<file path="src/rtl/ecc_pkg.sv">
package ecc_pkg;
    localparam int CNT_W = 14;

    typedef struct packed {
        logic [1:0]       mode;
        logic [CNT_W-1:0] cnt;
        logic [15:0]      p;
        logic [15:0]      n;
        logic [31:0]      stored;
    } eng_state_t;

    typedef struct packed {
        logic rec;
        logic multi;
        logic ecc;
    } eng_flags_t;
endpackage

</file>
<file path="src/rtl/ecc_word_contrib.sv">
module ecc_word_contrib #(
    parameter int W = 8
) (
    input  logic [W-1:0] word_i,
    input  logic [11:0]  idx_i,
    output logic [15:0]  cp_o,
    output logic [15:0]  cn_o
);
    always_comb begin
        cp_o = '0;
        cn_o = '0;
        for (int b = 0; b < W; b++) begin
            if (word_i[b]) begin
                cp_o = cp_o ^ {idx_i, 4'(b)};
                cn_o = cn_o ^ ~{idx_i, 4'(b)};
            end
        end
    end
endmodule

</file>
<file path="src/rtl/ecc_syndrome_dec.sv">
module ecc_syndrome_dec
    import ecc_pkg::*;
(
    input  logic        valid_i,
    input  logic [15:0] calc_p_i,
    input  logic [15:0] calc_n_i,
    input  logic [31:0] stored_i,
    output logic [15:0] syn_o,
    output eng_flags_t  flags_o
);
    logic [15:0] sp;
    logic [15:0] sn;

    always_comb begin
        sp      = calc_p_i ^ stored_i[15:0];
        sn      = calc_n_i ^ stored_i[31:16];
        syn_o   = sp;
        flags_o = '0;
        if (valid_i) begin
            if (sp == 16'h0 && sn == 16'h0) begin
                flags_o = '0;
            end else if (sp == ~sn) begin
                flags_o.rec = 1'b1;
            end else if ($countones({sp, sn}) == 1) begin
                flags_o.rec = 1'b1;
                flags_o.ecc = 1'b1;
            end else begin
                flags_o.rec   = 1'b1;
                flags_o.multi = 1'b1;
            end
        end
    end
endmodule

</file>
<file path="src/rtl/ecc_page_engine.sv">
module ecc_page_engine
    import ecc_pkg::*;
#(
    parameter int W = 8
) (
    input  logic         clk,
    input  logic         rst_n,
    input  logic         clear_i,
    input  logic         mode_we_i,
    input  logic [1:0]   mode_i,
    input  logic         valid_i,
    input  logic [W-1:0] data_i,
    output logic [15:0]  parity_o,
    output logic [15:0]  nparity_o,
    output logic         done_o,
    output logic         err_rec_o,
    output logic         err_multi_o,
    output logic         err_ecc_o
);
    localparam int ECC_WORDS = 32 / W;
    localparam int BASE_WORDS = 4096 / W;

    eng_state_t       st_q, st_d;
    logic [CNT_W-1:0] data_words;
    logic [CNT_W-1:0] total_words;
    logic [CNT_W-1:0] ecc_idx;
    logic [15:0]      cp, cn, syn;
    logic             in_data, in_ecc, done;
    eng_flags_t       flags;

    ecc_word_contrib #(.W(W)) u_contrib (
        .word_i (data_i),
        .idx_i  (st_q.cnt[11:0]),
        .cp_o   (cp),
        .cn_o   (cn)
    );

    ecc_syndrome_dec u_dec (
        .valid_i  (done),
        .calc_p_i (st_q.p),
        .calc_n_i (st_q.n),
        .stored_i (st_q.stored),
        .syn_o    (syn),
        .flags_o  (flags)
    );

    always_comb begin
        data_words  = CNT_W'(BASE_WORDS) << st_q.mode;
        total_words = data_words + CNT_W'(ECC_WORDS);
        ecc_idx     = st_q.cnt - data_words;
        in_data     = st_q.cnt < data_words;
        in_ecc      = !in_data && (st_q.cnt < total_words);
        done        = st_q.cnt == total_words;

        st_d = st_q;
        if (mode_we_i || clear_i) begin
            if (mode_we_i) st_d.mode = mode_i;
            st_d.cnt    = '0;
            st_d.p      = '0;
            st_d.n      = '0;
            st_d.stored = '0;
        end else if (valid_i && in_data) begin
            st_d.p   = st_q.p ^ cp;
            st_d.n   = st_q.n ^ cn;
            st_d.cnt = st_q.cnt + 1'b1;
        end else if (valid_i && in_ecc) begin
            for (int k = 0; k < ECC_WORDS; k++) begin
                if (ecc_idx == CNT_W'(k)) st_d.stored[k*W +: W] = data_i;
            end
            st_d.cnt = st_q.cnt + 1'b1;
        end
    end

    always_ff @(posedge clk or negedge rst_n) begin
        if (!rst_n) st_q <= '0;
        else        st_q <= st_d;
    end

    assign parity_o    = done ? syn : st_q.p;
    assign nparity_o   = st_q.n;
    assign done_o      = done;
    assign err_rec_o   = flags.rec;
    assign err_multi_o = flags.multi;
    assign err_ecc_o   = flags.ecc;
endmodule

</file>
<file path="config.mk">
export PLATFORM = sky130hd
export DESIGN_NAME = ecc_page_engine
export DESIGN_NICKNAME = d
export VERILOG_FILES = /design/src/rtl/ecc_pkg.sv /design/src/rtl/ecc_word_contrib.sv /design/src/rtl/ecc_syndrome_dec.sv /design/src/rtl/ecc_page_engine.sv
export SDC_FILE = /design/constraint.sdc
export NUM_CORES = 1
export LEC_CHECK = 0
export ABC_AREA = 0
export BUFFER_PORTS_ARGS = -buffer_cell sky130_fd_sc_hd__buf_2
export CAP_MARGIN = 20
export CORE_AREA = 2 2 110 112
export DETAILED_ROUTE_END_ITERATION = 8
export DIE_AREA = 0 0 112 114
export PLACE_DENSITY = 0.84
export SLEW_MARGIN = 15
export SYNTH_ARGS = -nofsm -noshare
export SYNTH_HDL_FRONTEND = slang
export SYNTH_HIERARCHICAL = 1
export SYNTH_SLANG_ARGS = --single-unit
export TNS_END_PERCENT = 100
</file>
<file path="constraint.sdc">
create_clock -name clk -period 7.8 [get_ports clk]
set_input_delay 0.78 -clock clk [delete_from_list [all_inputs] [get_ports clk]]
set_output_delay 0.78 -clock clk [all_outputs]
set_load 0.02 [all_outputs]
</file>
# Word-level counts from Yosys, hierarchy flattened
# Index checks and enable logic that the tools add are counted.
[totals]
elab_cells = 132
regBits = 80
input_bits = 15
out_inout_bits = 36
[classes]
eq_ne = 7
n_lt_le_gt_ge = 2
bitwise_logic = 27
addsub = 34
n_reduce_logical = 21
mux = 32
shifts = 1
[ops]
columns = ["op", "n"]
rows = [
  ["adder 32 bit", 15],
  ["bitwise XOR 16 bit", 18],
  ["2-to-1 mux 16 bit", 17],
  ["inverter 16 bit", 9],
  ["2-to-1 mux 32 bit", 3],
  ["2-to-1 mux 78 bit", 1],
  ["adder 1 x 1 -> 2 bit", 16],
  ["equality test 32 x 2 -> 1 bit (second input constant)", 1],
  ["logical NOT 16 bit", 2],
  ["2-to-1 mux 8 bit", 4],
  ["equality test 14 x 2 -> 1 bit (second input constant)", 2],
  ["< comparator 14 bit", 2],
  ["2-to-1 mux 14 bit", 2],
  ["equality test 16 bit", 1],
  ["adder 14 x 1 -> 14 bit (second input constant)", 1],
  ["adder 14 x 3 -> 14 bit (second input constant)", 1],
  ["equality test 14 x 1 -> 1 bit (second input constant)", 1],
  ["equality test 14 bit", 1],
  ["logical NOT 14 bit", 1],
  ["<< shifter 10 x 2 -> 14 bit (first input constant)", 1],
  ["subtractor 14 bit", 1],
  ["AND reduction 3 bit", 4],
  ["nonzero test 2 bit", 6],
  ["2-to-1 mux 3 bit", 2],
  ["other kinds (8)", 12],
]

# Depth between registers and ports, before layout
[depth]
word_depth = 19
mapped_depth = 20
depth_no_buf = 20

# Modules after synthesis
# Netlist, hierarchy kept.
[by_module_without_submodules]
columns = ["mod", "area_per_inst_um2", "seq_area_each_um2", "n_inst", "cells_each"]
rows = [
  ["ecc_page_engine", 4366.7, 2001.9, 1, 444],
  ["ecc_syndrome_dec", 1637.8, 0.0, 1, 172],
  ["ecc_word_contrib", 286.5, 0.0, 1, 45],
]

# Least setup slack after synthesis
# No wires, ideal clock.
[synth_path]
kind = "flip-flop to output port"
from = "register st_q[48] in the netlist's numbering"
to = "output err_ecc_o"
path_stages_with_launch = 19
setup_slack_ps = 660
arrival_time_ps = 6360
n_path_buf = 0
t_required_ps = 7020
path_cell_list = "dfrtp_1 xnor2_1 inv_1 fa_1 inv_1 fa_1 fa_1 inv_1 ha_1 fa_1 fa_1 ha_1 inv_1 fa_1 fa_1 fa_1 nor4b_1 o2111a_1 nor3b_1"
[synth_via]
elab_chain_len = 11
word_cells_on_any_way = 14
classes_between = "add/sub (5); eq/ne (2); mux (4); bitwise (1); reduce/logical (2)"
[synth_lines]
columns = ["element", "line_no", "source"]
rows = [
  ["from (decl)", "ecc_page_engine.sv:23", "eng_state_t st_q, st_d;"],
  ["from (signal assigned)", "ecc_page_engine.sv:76", "else st_q <= st_d;"],
  ["bitwise XOR 16 bit *", "ecc_syndrome_dec.sv:15", "sp = calc_p_i ^ stored_i[15:0];"],
  ["named net syn[0]", "ecc_page_engine.sv:27", "logic [15:0] cp, cn, syn;"],
  ["adder 1 x 1 -> 2 bit (implied by the code)", "ecc_syndrome_dec.sv:24", "end else if ($countones({sp, sn}) == 1) begin"],
  ["adder 32 bit (implied by the code) (4 in series)", "ecc_syndrome_dec.sv:24", ""],
  ["equality test 32 x 2 -> 1 bit", "ecc_syndrome_dec.sv:24", ""],
  ["2-to-1 mux 1 bit", "ecc_syndrome_dec.sv:24", ""],
  ["2-to-1 mux 2 bit", "ecc_syndrome_dec.sv:22", "end else if (sp == ~sn) begin"],
  ["2-to-1 mux 3 bit *", "ecc_syndrome_dec.sv:20", "if (sp == 16'h0 && sn == 16'h0) begin"],
  ["2-to-1 mux 3 bit *", "ecc_syndrome_dec.sv:19", "if (valid_i) begin"],
  ["to (decl)", "ecc_page_engine.sv:18", "output logic err_ecc_o"],
]
# Mark *: on every way through the listed nets, which the timed path passes. The rest lies on a longest branch.

# Worst setup path in the final report
# Ends and elaborated chain as after synthesis.

==> impl_metrics.toml <==
[clocking]
clk_pin_slew_worst_paths_ps = 60
cts_buffers = 9
post-cts-setup-buffers = 0
clock_latency_ps = 350
cts_max_level = 3
cts-root-buf = "clkbuf_16"
clk_path_buf_depth = 2
cts_hold_buf = 0
cts_tree = "built"
numClockSinks = 80

[cells_and_area]
utilization = 0.585
area_delta_synth_final_pct = 8.83
drive_gt1_frac = 0.202
diodes = 0
final_common_cell = "dfrtp_1"
fin_nets = 751
layout_common_cells = "dfrtp_1 (80), nand2_1 (78), nor2_1 (49), buf_2 (49), inv_1 (47)"

[global_routing]
grt_pass1_wl_mm = 25.6
grt_pass1_vias = 4813
grt_use_total = 0.257
grt_max_degree = 81
antenna_found_initial = 0
grt_overflow = 0

[floorplan]
start_util = 0.537
die_w_um = 112
io_pins = 51
die_h_um = 114
core_sq_mm = 0.0117
die-area_sq_mm = 0.0128
num_rows = 40

[yosys]
synth_cells = 661
async_reset_ff_frac = 1.00
synthFlopType = "dfrtp_1"
synth-warning-count = 6
synthDistinctLibCells = 59
synth_edf_count = 0
synth_nets = 735
synth-seq-cells = 80
synth.cell_area_sq_mm = 0.00629
synth-seq-area-share = 0.318
avgSynthCellArea_sq_um = 9.52

[critical_path]
reg2reg_depth = 6
max_stage_delay_ps = 550
cp.depth = 19
crit_buf_inv = 5
cp_common_cell = "fa_1"
setup.worst_path.start_class = "flop"
critical_path_class = "flop to primary output"
critPathTopFamily = "adder cells"
cpMaxStageDelayCell = "fa_1"
cp.required_ps = 7020
path_cells = "xnor2_2 > inv_1 > fa_1 > inv_1 > fa_1 > fa_1 > inv_1 > ha_1 > fa_1 > fa_1 > ha_1 > inv_1 > fa_1 > fa_1 > fa_1 > nor4b_1 > o2111a_1 > nor3b_1 > buf_2"
end_kind = "primary output"
arrival_ps = 6730
cp_max_fo = 4

[sta]
max-slew-margin-rel = 0.385
tightest_slew_ps = 923
fin_skew_ps = 8.12
max_freq_ghz = 0.133
final_hold_viol_count = 0
setup_viol = 0
setup_tns_ps = 0
rsz0062_at_grt = "false"
period_minus_slack_ps = 7510
holdWs_ps = 313
slew_viol_final = 0
setup_slack_ps = 291
fin_crit_sh = 0.963

[routing]
vias_per_cell = 5.96
first_pass_iters = 5
antenna_left = 0
drt-total-wl_mm = 15.7
vias = 4942
routedWlPerCell_um = 19.0
drc_errors = 0
drt_iter0_markers = 410

[placed_design]
io_buffers = 50
globalplace.congestion = 0.910
preCtsSetupSlack_ps = 522
hpwl_mm = 11.4

[pwr]
comb_power_share = 0.255
leakage_nw = 3.55
seqPwrFrac = 0.376
powerDensity_mw_per_mm2 = 170
power.internal_mw = 0.801
power_switching_share = 0.313
pwr-share-clk = 0.369
p_switching_mw = 0.365
irDropWorstVdd_v = 0.000145

[outcome]
status = "finished, final reports clean"

[worst_hold_path]
hp-class = "primary input to async pin"

[flow_run]
max_cap_violations = 0
final timing paths:
| kind | from | slack (ps) | end |
|---|---|---|---|
| setup / recovery | st_q[48] | 290 | err_ecc_o |
| hold / removal | rst_n | 310 | st_q[63] |
| setup reg to reg | st_q[79] | 5070 | st_q[4] |
| hold reg to reg | st_q[17] | 550 | st_q[17] |
| max in group asynchronous | rst_n | 6890 | nparity_o[8] |
| min in group clk | st_q[17] | 550 | st_q[17] |
synthesized netlist by cell type, drive strengths merged (2+ instances only):
cell	instances	area, sq um
dfrtp	80	2000
nand2	78	293
nor2	51	194
inv	48	180
a21oi	43	215
xnor2	37	369
ha	36	450
a31o	32	280
mux2i	32	320
buf	29	200
xor2	28	245
fa	23	460
clkbuf	19	71.3
mux2	18	203
and2	16	100
nand4	10	62.6
nand3	9	60.1
or4	9	71.3
nor4	8	65.1
o31ai	8	60.1
a21o	4	37.5
and3	4	25.0
and4	4	35.0
nor4b	3	32.5
o21ai	3	18.8
or2	3	18.8
nand2b	2	12.5
nor3	2	10.0
nor3b	2	15.0
o311ai	2	17.5
o41ai	2	17.5
or3	2	12.5
area by class of cell:
cell class              count  area [sq um]
clock buffers              13           260
clock inverters             3          40.0
fillers                   998          4860
inverters                  48           180
multi-input cells         485          3880
flip-flops and latches     80          2000
well taps                 147           184
repair buffers             53           295
per-stage QoR:
stage / cells / total power, mW / area (sq um)
after global placement: 812 / 0.720 / 6480
after floorplan: 661 / 0.671 / 6290
after CTS: 828 / 1.16 / 6790
after detailed placement: 812 / 0.737 / 6480
after global routing: 829 / 1.22 / 6850
final: 829 / 1.17 / 6850
sequential cells by signal, indices dropped and copies added, names as in the netlist:
signal	count
st_q	64
nparity_o	16
power groups by stage:
stage	Combinational (mW)	Clock, mW	Sequential [mW]
2_1_floorplan	0.230	0	0.441
3_3_place_gp	0.276	0	0.445
3_5_place_dp	0.291	0	0.445
4_1_cts	0.293	0.433	0.438
5_1_grt	0.329	0.455	0.440
6_report	0.297	0.430	0.438
metal layers:
layer | vias up | share of wire | global-route usage
li1 | 2282 | - | -
met1 | 2425 | 0.42 | 0.349
met2 | 199 | 0.49 | 0.416
met3 | 36 | 0.060 | 0.0393
met4 | 0 | 0.032 | 0.106
met5 | - | 0 | 0
logic make-up (layout without fill, tap and decap cells):
family,Yosys count,in the layout,share of synthesized area
xor gates and xnor gates,65,65,0.0977
adders and majority gates,59,59,0.145
buffers and inverters,96,117,0.0718
DFF,80,80,0.318
other,1,1,0.000596
and+or+nand+nor,208,208,0.167
muxes,50,50,0.0831
AOI/OAI and AO/OA,102,102,0.117
worst reg2reg max path, stage by stage (launching register included):
cell	delay (ps)
dfrtp_1	400
or2_2	310
ha_1	210
nor2_1	260
nor4b_2	560
and3_1	600
mux2i_1	290
what timing repair did:
action                                  in CTS  in global routing
hold endpoints to repair                     0                  0
endpoints found under the setup margin       0                  1
gates resized for setup                      0                  2
Power figures use the tool's default switching activity.
